<file path="src/rtl/cmp_pkg.sv">
package cmp_pkg;
    localparam int REG_W      = 16;
    localparam int DEC_W      = 6;
    localparam int N_STORE    = 6;
    localparam int IDX_W      = $clog2(N_STORE);

    localparam logic [DEC_W-1:0] OFS_MODE = 6'h00;
    localparam logic [DEC_W-1:0] OFS_CDIV = 6'h04;
    localparam logic [DEC_W-1:0] OFS_STAT = 6'h08;
    localparam logic [DEC_W-1:0] OFS_PWR  = 6'h0C;
    localparam logic [DEC_W-1:0] OFS_CCTL = 6'h10;
    localparam logic [DEC_W-1:0] OFS_IREQ = 6'h14;
    localparam logic [DEC_W-1:0] OFS_IMSK = 6'h18;
    localparam logic [DEC_W-1:0] OFS_ISTS = 6'h1C;
    localparam logic [DEC_W-1:0] OFS_DIR  = 6'h20;
    localparam logic [DEC_W-1:0] OFS_LVLW = 6'h24;
    localparam logic [DEC_W-1:0] OFS_LVLR = 6'h28;

    localparam int               PWR_TRIG_BIT = 7;
    localparam logic [REG_W-1:0] PWR_FORCE    = 16'h8040;
    localparam logic [REG_W-1:0] STATUS_VAL   = 16'h0002;

    typedef enum logic [2:0] {
        SEL_NONE,
        SEL_STORE,
        SEL_STAT,
        SEL_PWR,
        SEL_DIR,
        SEL_LVL
    } sel_e;

    typedef struct packed {
        sel_e             sel;
        logic [IDX_W-1:0] idx;
    } dec_t;
endpackage

</file>
<file path="src/rtl/cmp_addr_dec.sv">
module cmp_addr_dec
    import cmp_pkg::*;
(
    input  logic [DEC_W-1:0] ofs,
    output dec_t             dec
);
    always_comb begin
        dec.sel = SEL_NONE;
        dec.idx = '0;
        case (ofs)
            OFS_MODE: begin dec.sel = SEL_STORE; dec.idx = IDX_W'(0); end
            OFS_CDIV: begin dec.sel = SEL_STORE; dec.idx = IDX_W'(1); end
            OFS_CCTL: begin dec.sel = SEL_STORE; dec.idx = IDX_W'(2); end
            OFS_IREQ: begin dec.sel = SEL_STORE; dec.idx = IDX_W'(3); end
            OFS_IMSK: begin dec.sel = SEL_STORE; dec.idx = IDX_W'(4); end
            OFS_ISTS: begin dec.sel = SEL_STORE; dec.idx = IDX_W'(5); end
            OFS_STAT: dec.sel = SEL_STAT;
            OFS_PWR:  dec.sel = SEL_PWR;
            OFS_DIR:  dec.sel = SEL_DIR;
            OFS_LVLW,
            OFS_LVLR: dec.sel = SEL_LVL;
            default:  dec.sel = SEL_NONE;
        endcase
    end
endmodule

</file>
<file path="src/rtl/cmp_regfile.sv">
module cmp_regfile
    import cmp_pkg::*;
(
    input  logic             clk,
    input  logic             rst_n,
    input  logic             wr_en,
    input  dec_t             dec,
    input  logic [REG_W-1:0] wdata,
    output logic [REG_W-1:0] rd_val
);
    typedef struct packed {
        logic [N_STORE-1:0][REG_W-1:0] store;
        logic [REG_W-1:0]              pwr;
    } rf_t;

    rf_t st_d, st_q;

    always_comb begin
        st_d = st_q;
        if (wr_en) begin
            case (dec.sel)
                SEL_STORE: st_d.store[dec.idx] = wdata;
                SEL_PWR:   st_d.pwr = wdata | (wdata[PWR_TRIG_BIT] ? PWR_FORCE : '0);
                default:   ;
            endcase
        end
        case (dec.sel)
            SEL_STORE: rd_val = st_q.store[dec.idx];
            SEL_STAT:  rd_val = STATUS_VAL;
            SEL_PWR:   rd_val = st_q.pwr;
            default:   rd_val = '0;
        endcase
    end

    always_ff @(posedge clk or negedge rst_n) begin
        if (!rst_n) st_q <= '0;
        else        st_q <= st_d;
    end

    AST_PWR_FORCE: assert property (@(posedge clk) disable iff (!rst_n)
        (wr_en && dec.sel == SEL_PWR && wdata[PWR_TRIG_BIT])
        |=> ((st_q.pwr & PWR_FORCE) == PWR_FORCE)) else $error("power force bits");

    AST_PWR_HOLD: assert property (@(posedge clk) disable iff (!rst_n)
        !(wr_en && dec.sel == SEL_PWR) |=> $stable(st_q.pwr)) else $error("power changed without write");
endmodule

</file>
<file path="src/rtl/cmp_gpio_bank.sv">
module cmp_gpio_bank #(
    parameter int GPIO_N = 16
) (
    input  logic              clk,
    input  logic              rst_n,
    input  logic              dir_wr,
    input  logic              lvl_wr,
    input  logic [GPIO_N-1:0] wdata,
    input  logic [GPIO_N-1:0] gpio_in,
    output logic [GPIO_N-1:0] dir_val,
    output logic [GPIO_N-1:0] lvl_val,
    output logic [GPIO_N-1:0] gpio_out
);
    typedef struct packed {
        logic [GPIO_N-1:0] dir;
        logic [GPIO_N-1:0] lvl;
        logic [GPIO_N-1:0] out;
        logic [GPIO_N-1:0] in_prev;
    } gb_t;

    gb_t               st_d, st_q;
    logic [GPIO_N-1:0] in_chg;

    always_comb begin
        st_d         = st_q;
        st_d.in_prev = gpio_in;
        in_chg       = gpio_in ^ st_q.in_prev;
        if (dir_wr) st_d.dir = wdata;
        if (lvl_wr) st_d.lvl = wdata & st_q.dir;
        st_d.lvl = (st_d.lvl & ~in_chg) | (gpio_in & in_chg);
        if (dir_wr || lvl_wr) st_d.out = st_d.lvl & st_d.dir;
    end

    always_ff @(posedge clk or negedge rst_n) begin
        if (!rst_n) st_q <= '0;
        else        st_q <= st_d;
    end

    assign dir_val  = st_q.dir;
    assign lvl_val  = st_q.lvl;
    assign gpio_out = st_q.out;

    AST_OUT_HOLD: assert property (@(posedge clk) disable iff (!rst_n)
        !(dir_wr || lvl_wr) |=> $stable(gpio_out)) else $error("output moved without write");

    AST_OUT_IN_DIR: assert property (@(posedge clk) disable iff (!rst_n)
        (gpio_out & ~st_q.dir) == '0) else $error("output outside direction");

    AST_LVL_MASKED: assert property (@(posedge clk) disable iff (!rst_n)
        (lvl_wr && in_chg == '0) |=> ((st_q.lvl & ~$past(st_q.dir)) == '0)) else $error("level not masked");

    AST_IN_FOLLOW: assert property (@(posedge clk) disable iff (!rst_n)
        (in_chg != '0) |=> ((st_q.lvl & $past(in_chg)) == ($past(gpio_in) & $past(in_chg)))) else $error("input not taken");
endmodule

</file>
<file path="src/rtl/cmp_ctl_gpio.sv">
module cmp_ctl_gpio
    import cmp_pkg::*;
#(
    parameter int ADDR_W = 12,
    parameter int BUS_W  = 32,
    parameter int GPIO_N = 16
) (
    input  logic              clk,
    input  logic              rst_n,
    input  logic [ADDR_W-1:0] bus_addr,
    input  logic              bus_wr_en,
    input  logic [BUS_W-1:0]  bus_wdata,
    input  logic              bus_rd_en,
    output logic [REG_W-1:0]  bus_rdata,
    output logic              bad_access,
    input  logic [GPIO_N-1:0] gpio_in,
    output logic [GPIO_N-1:0] gpio_out
);
    typedef struct packed {
        logic [REG_W-1:0] rdata;
        logic             bad;
    } top_t;

    top_t              st_d, st_q;
    dec_t              dec;
    logic [REG_W-1:0]  wdata16;
    logic [REG_W-1:0]  rf_val;
    logic [GPIO_N-1:0] dir_val, lvl_val;
    logic              hit, dir_wr, lvl_wr;
    logic [REG_W-1:0]  rd_mux;
    logic              unused_hi;

    assign wdata16   = bus_wdata[REG_W-1:0];
    assign unused_hi = ^{bus_addr[ADDR_W-1:DEC_W], bus_wdata[BUS_W-1:REG_W]};

    cmp_addr_dec u_dec (
        .ofs (bus_addr[DEC_W-1:0]),
        .dec (dec)
    );

    cmp_regfile u_rf (
        .clk    (clk),
        .rst_n  (rst_n),
        .wr_en  (bus_wr_en),
        .dec    (dec),
        .wdata  (wdata16),
        .rd_val (rf_val)
    );

    cmp_gpio_bank #(.GPIO_N(GPIO_N)) u_gpio (
        .clk      (clk),
        .rst_n    (rst_n),
        .dir_wr   (dir_wr),
        .lvl_wr   (lvl_wr),
        .wdata    (wdata16[GPIO_N-1:0]),
        .gpio_in  (gpio_in),
        .dir_val  (dir_val),
        .lvl_val  (lvl_val),
        .gpio_out (gpio_out)
    );

    always_comb begin
        hit    = (dec.sel != SEL_NONE);
        dir_wr = bus_wr_en && (dec.sel == SEL_DIR);
        lvl_wr = bus_wr_en && (dec.sel == SEL_LVL);
        rd_mux = rf_val;
        if (dec.sel == SEL_DIR) begin
            rd_mux = '0;
            rd_mux[GPIO_N-1:0] = dir_val;
        end else if (dec.sel == SEL_LVL) begin
            rd_mux = '0;
            rd_mux[GPIO_N-1:0] = lvl_val;
        end
        st_d       = st_q;
        st_d.bad   = (bus_rd_en || bus_wr_en) && !hit;
        if (bus_rd_en) st_d.rdata = rd_mux;
    end

    always_ff @(posedge clk or negedge rst_n) begin
        if (!rst_n) st_q <= '0;
        else        st_q <= st_d;
    end

    assign bus_rdata  = st_q.rdata;
    assign bad_access = st_q.bad;

    AST_STAT_READ: assert property (@(posedge clk) disable iff (!rst_n)
        (bus_rd_en && bus_addr[DEC_W-1:0] == OFS_STAT) |=> (bus_rdata == STATUS_VAL)) else $error("status read");

    AST_BAD_ZERO: assert property (@(posedge clk) disable iff (!rst_n)
        (bus_rd_en && bad_access == 1'b0 && !hit) |=> (bus_rdata == '0 && bad_access)) else $error("bad read not zero");

    AST_BAD_CLEAR: assert property (@(posedge clk) disable iff (!rst_n)
        !(bus_rd_en || bus_wr_en) |=> !bad_access) else $error("bad flag stuck");

    AST_RD_HOLD: assert property (@(posedge clk) disable iff (!rst_n)
        !bus_rd_en |=> $stable(bus_rdata)) else $error("rdata moved without read");
endmodule

</file>
<file path="config.mk">
export PLATFORM = sky130hd
export DESIGN_NAME = cmp_ctl_gpio
export DESIGN_NICKNAME = d
export VERILOG_FILES = /design/src/rtl/cmp_pkg.sv /design/src/rtl/cmp_addr_dec.sv /design/src/rtl/cmp_regfile.sv /design/src/rtl/cmp_gpio_bank.sv /design/src/rtl/cmp_ctl_gpio.sv
export SDC_FILE = /design/constraint.sdc
export NUM_CORES = 1
export LEC_CHECK = 0
export ABC_AREA = 1
export BUFFER_PORTS_ARGS = -buffer_cell sky130_fd_sc_hd__buf_2
export CAP_MARGIN = 20
export CORE_UTILIZATION = 40
export DETAILED_ROUTE_END_ITERATION = 10
export PLACE_DENSITY_LB_ADDON = 0.15
export RECOVER_POWER = 100
export SYNTH_ARGS = -nofsm -noshare
export SYNTH_HDL_FRONTEND = slang
export SYNTH_SLANG_ARGS = --single-unit
</file>
<file path="constraint.sdc">
create_clock -name clk -period 1.1 [get_ports clk]
set_input_delay 0.11 -clock clk [delete_from_list [all_inputs] [get_ports clk]]
set_output_delay 0.11 -clock clk [all_outputs]
set_load 0.005 [all_outputs]
</file>
==> metrics.cfg, run 1 <==
[run_status]
outcome = complete, but fails checks
violations = setup timing

[floorplanning]
die_w_um = 150
die_y_um = 150
num_rows = 53
die_area_um2 = 22400
fp.coreArea_um2 = 21200
start_util = 0.411
ios = 97

[pwr]
p_sw_frac = 0.275
pwr-share-clk = 0.374
leakagePower_nw = 5.72
cell_internal_pwr_mw = 11.8
p_per_area_nw_per_um2 = 1380
irDropWorstVdd_mv = 0.969
switchingPower_mw = 4.47
pwr-share-comb = 0.132
p_seq_frac = 0.494

[synth]
synth_most_common_cell = nand2_1
ys_async_sr_fraction = 1.00
synth_top_cell_area_share = 0.554
synth_nets = 1118
synth-seq-area-share = 0.554
yosysWarnings = 0
synth_area_per_cell_um2 = 8.27
synth_top_area_cell = dfrtp_1
synth_cells = 1054
syn-cell-area_um2 = 8720
synthFlopType = dfrtp_1
yosys_register_bits = 193
synth_commonest_cells = nand2_1, dfrtp_1, o21ai_0, inv_1, nor2_1
synth_cell_types = 35
yosys-top-cells-area = dfrtp_1, nand2_1, o21ai_0, inv_1, nand3_1
synth-edff-count = 0

[critical_path]
arrival_ns = 1.46
start_kind = input port
critPathTopFamily = buffers and inverters
end_kind = flop
critPathSlowestCell = clkbuf_16
cp_max_fo = 7
rrSetupSlack_ns = -0.01
r2r_cells = 5
cpMostUsedCell = buf_6
r2r_end = bus_rdata[15]
r2r-start = u_rf.st_q[63]
crit_chain = buf_6 -> buf_4 -> clkinvlp_4 -> nor2_1 -> inv_1 -> nand2_4 -> nor2_4 -> buf_6 -> nand3_4 -> clkbuf_16 -> nand2_1 -> o21ai_0
slowest_delay_ns = 0.23
path_class = in -> reg
cp.required_ns = 1.41
critical_path.n_buffers_inverters = 6

[layout]
drive_gt1_frac = 0.242
synthToLayoutAreaGrowth_pct = 35.2
layout.cells.non_filler = 1530
nets = 1307
final_util = 0.556
antennaDiodeCount = 0

[timing]
hold_violations = 0
slew_viol_final = 0
relSlewSlack = 0.545
rsz0062_at_grt = true
period_share = 1.04
skew_ns = 0.00791
setup_viol = 19
min_period_ns = 1.14
layout_setup_ws_ns = -0.0445
tns_ns = -0.361
fmax_mhz = 874
worst_pin_slew_ns = 0.682

[cts]
cts_buffers = 17
clockBufferDepth = 2
cts_tree = built
clock_sinks = 193
h-tree-depth = 4
clock-root-buffer = clkbuf_16
path_clk_slew_ns = 0.07
worstSkewPairLatency_ns = 0.44

[drt]
dr.pass1.iters = 5
vias = 7843
antenna_left = 0
viasPerCell = 5.13
wl_um = 26400
drt-initial-drc-count = 502
drc_errors = 0
detail_route.wl_per_cell_um = 17.2

[place]
port_buffers = 74
place_inst = 1433
hpwlAfterDp_um = 17300
place_congestion = 0.836

[global_routing]
grt_overflow = 0
grt_pass1_vias = 7796
grt_first_pass_wirelength_um = 40700
antenna_found_initial = 0
grt.total_usage = 0.240
grt_start_max_net_pins = 55

[worst_hold_path]
worstHoldEndpoint = u_gpio.dir_val[7]
min_from = bus_wdata[7]
hold_class = in -> reg
whs_path_depth = 3

[flow_run]
drv_cap = 0

-- cells by family (layout without fill, tap and decap cells) --
group,after synthesis,after routing,synth area share
and+or+nand+nor,523,523,0.254
DFF,193,193,0.554
AOI/OAI and AO/OA,188,188,0.116
buffers and inverters,150,351,0.0762
-- worst max path at each step --
| stage | start | end | slack [ns] | depth (start not counted) |
|---|---|---|---|---|
| 4_1_cts | bus_addr[2] | u_gpio.gpio_out[1] | -0.04 | 13 |
| 5_1_grt | bus_addr[4] | u_gpio.gpio_out[11] | -0.11 | 11 |
| 2_1_floorplan | bus_addr[1] | u_gpio.gpio_out[4] | -0.20 | 10 |
| 3_3_place_gp | bus_addr[0] | bus_rdata[15] | -0.60 | 13 |
| 6_report | bus_addr[3] | u_rf.st_q[85] | -0.04 | 12 |
| 3_5_place_dp | bus_addr[0] | u_gpio.gpio_out[14] | -0.64 | 11 |
-- metrics by stage --
| stage | worst slack (ns) | area [µm²] | hold slack [ns] | power, mW |
|---|---|---|---|---|
| after floorplan | -0.198 | 8990 | -0.186 | 9.16 |
| after global placement | -0.599 | 10200 | -0.0326 | 9.94 |
| after detailed placement | -0.645 | 10200 | -0.0335 | 9.99 |
| after CTS | -0.0444 | 11300 | 0.000797 | 16.2 |
| after global routing | -0.109 | 11800 | 0.0265 | 17.0 |
| final | -0.0445 | 11800 | 0.0235 | 16.2 |
-- registers in the layout, indices dropped and copies added, names as in the netlist --
name	flops
bad_access	1
bus_rdata	16
u_gpio.dir_val	16
u_gpio.gpio_out	16
u_gpio.lvl_val	16
u_gpio.st_q	16
u_rf.st_q	112
-- power groups by stage --
stage | Combinational, mW | Clock, mW | Sequential [mW]
after floorplan | 1.12 | 0 | 8.04
after global placement | 1.82 | 0 | 8.13
after detailed placement | 1.86 | 0 | 8.13
after CTS | 2.04 | 6.19 | 8.00
after global routing | 2.42 | 6.47 | 8.09
final | 2.15 | 6.07 | 8.02
-- final cells by class --
class                      instances  area [µm²]
tap                              275         344
multi-input combinational        711        3650
clock inverter                    13         135
sequential                       193        4830
fill                            1984        9430
clock buffer                      18         429
timing repair buffer             232        2020
inverter                          88         380
-- layout by cell type (no fill, tap or decap), types with 32 or more instances in the layout --
master	instances
a21oi_1	32
buf_2	51
buf_4	84
dfrtp_1	193
inv_1	79
nand2_1	341
nand3_1	37
nand4_1	33
nor2_1	53
o21ai_0	37
o21ai_1	85
-- worst min-delay path: stages --
cell,delay [ns]
buf_2,0.14
inv_1,0.09
o21ai_2,0.08
-- layer usage --
layer  up-vias  track usage  share of wire
li1       3786            -              -
met4         0       0.0663          0.013
met1      3824        0.323           0.47
met3        28       0.0427          0.043
met2       205        0.396           0.48
met5         -            0              0
-- timing repair --
action	4_1_cts	5_1_grt
buffers inserted	16	16
gates resized for setup	49	77
endpoints found under the hold margin	235	0
setup endpoints to repair	46	129
hold buffers	30	0
gates cloned	0	5
pin swaps	19	33
Power figures use the tool's default switching activity.
==> inputs of run 2 (changes only) <==
--- a/config.mk
+++ b/config.mk
@@ -12,6 +12,7 @@
 export DETAILED_ROUTE_END_ITERATION = 10
 export PLACE_DENSITY_LB_ADDON = 0.15
 export RECOVER_POWER = 100
+export SETUP_SLACK_MARGIN = 0.2
 export SYNTH_ARGS = -nofsm -noshare
 export SYNTH_HDL_FRONTEND = slang
 export SYNTH_SLANG_ARGS = --single-unit
==> run 2 against run 1 <==
  * Global-route usage up 0.20 points
  * Die area unchanged
  * The flow still finishes with violations (setup timing)
  * Worst setup slack worse by 0.047 ns
  * Wire length up 7.1%
  * Sequential cell count unchanged
  * Sequential share of layout area down 2.7 points
==> metrics.cfg, run 2 (synthesis gave the netlist of run 1 again) <==
[place]
port_buffers = 74  ; unchanged
place_congestion = 0.829  ; -0.83%
place_inst = 1443  ; +0.70%
hpwlAfterDp_um = 17400  ; +0.67%

[global_routing]
grt_overflow = 0  ; unchanged
grt_start_max_net_pins = 43  ; -22%
grt_first_pass_wirelength_um = 41200  ; +1.1%
grt_pass1_vias = 7823  ; +0.35%
grt.total_usage = 0.242  ; +0.00196
antenna_found_initial = 0  ; unchanged

[flow_run]
drv_cap = 0  ; unchanged

[layout]
nets = 1328  ; +1.6%
final_common_cell = nand2_1
drive_gt1_frac = 0.337  ; +0.0945
final_cell_mix = nand2_1, dfrtp_1, buf_4
layout.cells.non_filler = 1552  ; +1.4%
largest_reg_flops = 112  ; unchanged
multiInputGateArea_um2 = 4100  ; +12%
top_register = u_rf.st_q
fill_cells = 1907  ; -3.9%
seqCellArea_um2 = 4830  ; unchanged
synthToLayoutAreaGrowth_pct = 44.8
antennaDiodeCount = 0  ; unchanged

[cts]
cts_tree = built
cts_buffers = 17  ; unchanged
clock-root-buffer = clkbuf_16
clockBufferDepth = 2  ; unchanged
path_clk_slew_ns = 0.08  ; about the same
h-tree-depth = 4  ; unchanged
clock_sinks = 193  ; unchanged
worstSkewPairLatency_ns = 0.44  ; about the same

[worst_hold_path]
min_from = bus_wdata[5]
hold_class = in -> reg

[floorplanning]
die_area_um2 = 22400  ; unchanged
start_util = 0.411  ; unchanged
ios = 97  ; unchanged
num_rows = 53  ; unchanged
die_y_um = 150  ; unchanged
die_w_um = 150  ; unchanged
fp.coreArea_um2 = 21200  ; unchanged

[critical_path]
crit_start = bus_addr[0]
cp_max_fo = 8  ; +1
path_class = in -> reg
arrival_ns = 1.51  ; +0.05 ns
start_kind = input port
cp.required_ns = 1.42  ; about the same
end_kind = flop
r2r-start = u_rf.st_q[30]

[pwr]
p_seq_frac = 0.477  ; -0.017
pwr-share-comb = 0.137  ; +0.005
leakagePower_nw = 6.03  ; +5.4%
p_sw_frac = 0.279  ; +0.00426
pwr-share-clk = 0.386  ; +0.012
cell_internal_pwr_mw = 12.2  ; +3.6%
p_per_area_nw_per_um2 = 1340  ; -2.7%
irDropWorstVdd_mv = 0.738  ; -24%
switchingPower_mw = 4.73  ; +5.8%

[timing]
layout_setup_ws_ns = -0.0918  ; -0.0473 ns
tns_ns = -3.15  ; -2.79 ns
fmax_mhz = 839  ; -4.0%
hold_violations = 0  ; unchanged
timing.hold.ws_ns = 0.0238  ; +0.000301 ns
min_period_ns = 1.19  ; +0.0473 ns
period_share = 1.08  ; +0.0430
setup_viol = 86  ; +67
relSlewSlack = 0.652  ; +0.107
rsz0062_at_grt = true
slew_viol_final = 0  ; unchanged
worst_pin_slew_ns = 0.522  ; -0.160 ns
skew_ns = 0.0105  ; +0.00263 ns

[drt]
drt-initial-drc-count = 449  ; -11%
vias = 8048  ; +2.6%
viasPerCell = 5.19  ; +1.2%
detail_route.wl_per_cell_um = 18.2  ; +5.6%
wl_um = 28300  ; +7.1%
dr.pass1.iters = 5  ; unchanged
antenna_left = 0  ; unchanged
drc_errors = 0  ; unchanged

[run_status]
violations = setup timing
outcome = complete, but fails checks

## run 2: cell types whose count changed in the layout (fill, tap and decap cells not counted), sizes merged
cell,previous run,this run
bufinv,1,2
buf,178,194
inv,89,94
clkbuf,42,45
clkinv,5,4
clkinvlp,6,4
## run 2: routing by layer
metal,part of all wire,wire length [µm],up-vias,track usage
li1,-,-,3832,-
met1,0.47,13200,3993,0.329
met2,0.48,13600,183,0.400
met3,0.036,1030,40,0.0399
met4,0.014,399,0,0.0592
met5,0,0,-,0
## run 2: layout make-up
cell class,count,area share
clock buffer,17,0.0337
clock inverter,15,0.0149
inverter,88,0.0300
multi-input combinational,711,0.325
sequential,193,0.383
tap,275,0.0273
timing repair buffer,252,0.186
timing repair inverter,1,0.000694
## run 2: what timing repair did
action | 4_1_cts | 5_1_grt
pin swaps | 27 | 27
endpoints found under the setup margin | 192 | 201
setup buffers | 15 | 17
hold buffers | 30 | 0
cloned | 5 | 10
gates resized for setup | 72 | 175
hold endpoints to repair | 234 | 0
## run 2: per-stage QoR
stage	utilization	instance area (µm²)	setup WS, ns	total power [mW]
2_1_floorplan	-	9030	-0.198	9.17
3_3_place_gp	0.486	10300	-0.537	10.0
3_5_place_dp	0.486	10300	-0.596	10.0
4_1_cts	0.553	11700	-0.0452	16.8
5_1_grt	0.595	12600	-0.166	17.6
6_report	0.595	12600	-0.0918	16.9
## run 2: path summary, 6_finish.rpt
kind / depth (start not counted) / slack [ns] / end
setup / recovery: 14 / -0.09 / u_rf.st_q[111]
hold / removal: 3 / 0.02 / u_gpio.lvl_val[5]
setup reg to reg: 6 / 0 / bus_rdata[14]
hold reg to reg: 1 / 0.47 / u_gpio.lvl_val[9]
max in group asynchronous: 3 / 0.15 / bus_rdata[14]
min in group asynchronous: 2 / 0.11 / u_rf.st_q[39]
## run 2: power groups by stage
stage	Combinational, mW	Clock [mW]	Sequential (mW)
2_1_floorplan	1.14	0	8.04
3_3_place_gp	1.88	0	8.13
3_5_place_dp	1.91	0	8.13
4_1_cts	2.15	6.60	8.02
5_1_grt	2.60	6.88	8.15
6_report	2.31	6.54	8.08
## run 2: critical path, stage by stage
cell,delay (ns)
buf_6,0.10
buf_6,0.13
inv_16,0.05
nand2_8,0.06
nor2_4,0.11
nand2_4,0.09
nor2_4,0.13
buf_6,0.12
buf_12,0.12
buf_12,0.10
nand2_8,0.07
clkbuf_16,0.20
nand2_2,0.06
o21ai_1,0.05
==> inputs of run 3 (changes only) <==
==> constraint.sdc (replaced) <==
create_clock -name clk -period 1.05 [get_ports clk]
set_input_delay 0.105 -clock clk [delete_from_list [all_inputs] [get_ports clk]]
set_output_delay 0.105 -clock clk [all_outputs]
set_load 0.005 [all_outputs]
==> run 3 against run 2 <==
  * The flow still finishes with violations (setup timing)
  * Critical path type unchanged
  * Non-clock buffer count grew 12
  * Combinational power grew 10%
  * First-iteration DRC count grew 40%
  * Critical endpoint is now u_rf.st_q[82]
  * Clock skew shrank 0.0018 ns
==> metrics.cfg, run 3 (synthesis gave the netlist of run 1 again) <==
[run_status]
outcome = complete, but fails checks
violations = setup timing

[global_routing]
grt_overflow = 0  ; unchanged
grt_pass1_vias = 7922  ; +1.3%
antenna_found_initial = 0  ; unchanged
grt_first_pass_wirelength_um = 42500  ; +3.2%
grt_start_max_net_pins = 40  ; -7.0%
grt.total_usage = 0.250  ; +0.00861

[drt]
vias = 8252  ; +2.5%
drt-initial-drc-count = 627  ; +40%
antenna_left = 0  ; unchanged
wl_um = 29600  ; +4.7%
dr.pass1.iters = 5  ; unchanged
detail_route.wl_per_cell_um = 18.9  ; +3.8%
viasPerCell = 5.27  ; +1.7%
drc_errors = 0  ; unchanged

[critical_path]
start_kind = input port
critPathTopFamily = buffers and inverters
cp.required_ns = 1.36  ; -0.06 ns
crit_chain = buf_12 -> buf_4 -> inv_8 -> nand2_8 -> nor2_4 -> nand2_4 -> nor2_4 -> buf_6 -> buf_12 -> nand3_4 -> clkbuf_16 -> nand2_2 -> o21ai_1
critPathSlowestCell = clkbuf_16
critical_path.n_buffers_inverters = 6  ; -1
path_class = in -> reg
end_kind = flop
slowest_delay_ns = 0.23  ; +0.03 ns
arrival_ns = 1.49  ; -0.02 ns
cp_max_fo = 8  ; unchanged

[layout]
largest_reg_flops = 112  ; unchanged
synthToLayoutAreaGrowth_pct = 47.3
nets = 1341  ; +0.98%
layout.cells.non_filler = 1565  ; +0.84%
final_common_cell = nand2_1
final_cell_mix = nand2_1, dfrtp_1, o21ai_1
top_register = u_rf.st_q
drive_gt1_frac = 0.359  ; +0.0222
final_util = 0.605  ; +0.0104
antennaDiodeCount = 0  ; unchanged
final_area_um2 = 12800  ; +1.7%

[floorplanning]
start_util = 0.411  ; unchanged
die_w_um = 150  ; unchanged
fp.coreArea_um2 = 21200  ; unchanged
die_y_um = 150  ; unchanged
ios = 97  ; unchanged
num_rows = 53  ; unchanged
die_area_um2 = 22400  ; unchanged

[flow_run]
drv_cap = 0  ; unchanged

[timing]
setup_viol = 122  ; +42%
fmax_mhz = 848
slew_viol_final = 0  ; unchanged
skew_ns = 0.00871  ; -0.00183 ns
period_share = 1.12
hold_violations = 0  ; unchanged
relSlewSlack = 0.576  ; -0.0757
rsz0062_at_grt = true
timing.hold.ws_ns = 0.0255  ; +0.00167 ns
tns_ns = -6.56  ; -3.41 ns
worst_pin_slew_ns = 0.636  ; +0.114 ns
layout_setup_ws_ns = -0.129  ; -0.0372 ns
min_period_ns = 1.18

[cts]
cts_buffers = 17  ; unchanged
h-tree-depth = 4  ; unchanged
cts_tree = built
worstSkewPairLatency_ns = 0.44  ; about the same
clockBufferDepth = 2  ; unchanged
clock-root-buffer = clkbuf_16
path_clk_slew_ns = 0.08  ; about the same
clock_sinks = 193  ; unchanged

[pwr]
leakagePower_nw = 6.09  ; +0.88%
p_per_area_nw_per_um2 = 1380  ; +2.9%
irDropWorstVdd_mv = 0.997  ; +35%
finalPower_mw = 17.7  ; +4.7%

[place]
dp_slack_ns = -0.648  ; -0.0525 ns
port_buffers = 74  ; unchanged
place_area_um2 = 10300  ; -0.15%
place_inst = 1446  ; +0.21%
hpwlAfterDp_um = 17700  ; +1.5%
place_congestion = 0.839  ; +1.2%

[worst_hold_path]
hold_class = in -> reg

==> run 3: final timing paths <==
path / from / endpoint / slack [ns] / depth (start not counted)
worst max-delay path: bus_addr[1] / u_rf.st_q[82] / -0.13 / 13
worst min-delay path: bus_wdata[6] / u_gpio.lvl_val[6] / 0.03 / 3
worst max register to register: u_rf.st_q[30] / bus_rdata[14] / -0.05 / 6
worst min register to register: u_gpio.st_q[13] / u_gpio.lvl_val[13] / 0.47 / 1
max in group asynchronous: rst_n / u_gpio.st_q[15] / 0.10 / 3
min in group asynchronous: rst_n / u_rf.st_q[106] / 0.22 / 2
==> run 3: where the power goes <==
group / switching [mW] / internal [mW] / total [mW]
combinational: 1.36 / 1.18 / 2.54
clock: 3.12 / 3.59 / 6.71
sequential: 0.436 / 8.04 / 8.47
==> run 3: final cells by class <==
type | instances | area, µm²
multi-input cells | 712 | 4150
flip-flops and latches | 193 | 4830
clock inverters | 15 | 175
repair inverters | 1 | 8.76
well taps | 275 | 344
clock buffers | 17 | 425
fillers | 1811 | 8380
inverters | 88 | 383
repair buffers | 264 | 2520
==> run 3: worst reg2reg max path: stages (launching register included) <==
cell and delay [ns]:
dfrtp_1 0.40, a21oi_1 0.17, nand2_1 0.06, nand4_1 0.12, nand4_1 0.12, nand2_1 0.08
nand2_1 0.05
==> run 3: timing repair <==
action,in CTS,in global routing
pin swaps,67,39
cloned,6,12
endpoints found under the setup margin,209,209
hold buffers,29,0
buffers inserted,16,24
hold endpoints to repair,235,0
resized for setup,128,149
==> run 3: metal layers <==
layer | global-route usage | vias to the layer above | routed length (µm)
met2 | 0.409 | 270 | 14200
met5 | 0 | - | 0
li1 | - | 3864 | -
met4 | 0.0694 | 0 | 670
met1 | 0.342 | 4066 | 13100
met3 | 0.0421 | 52 | 1590
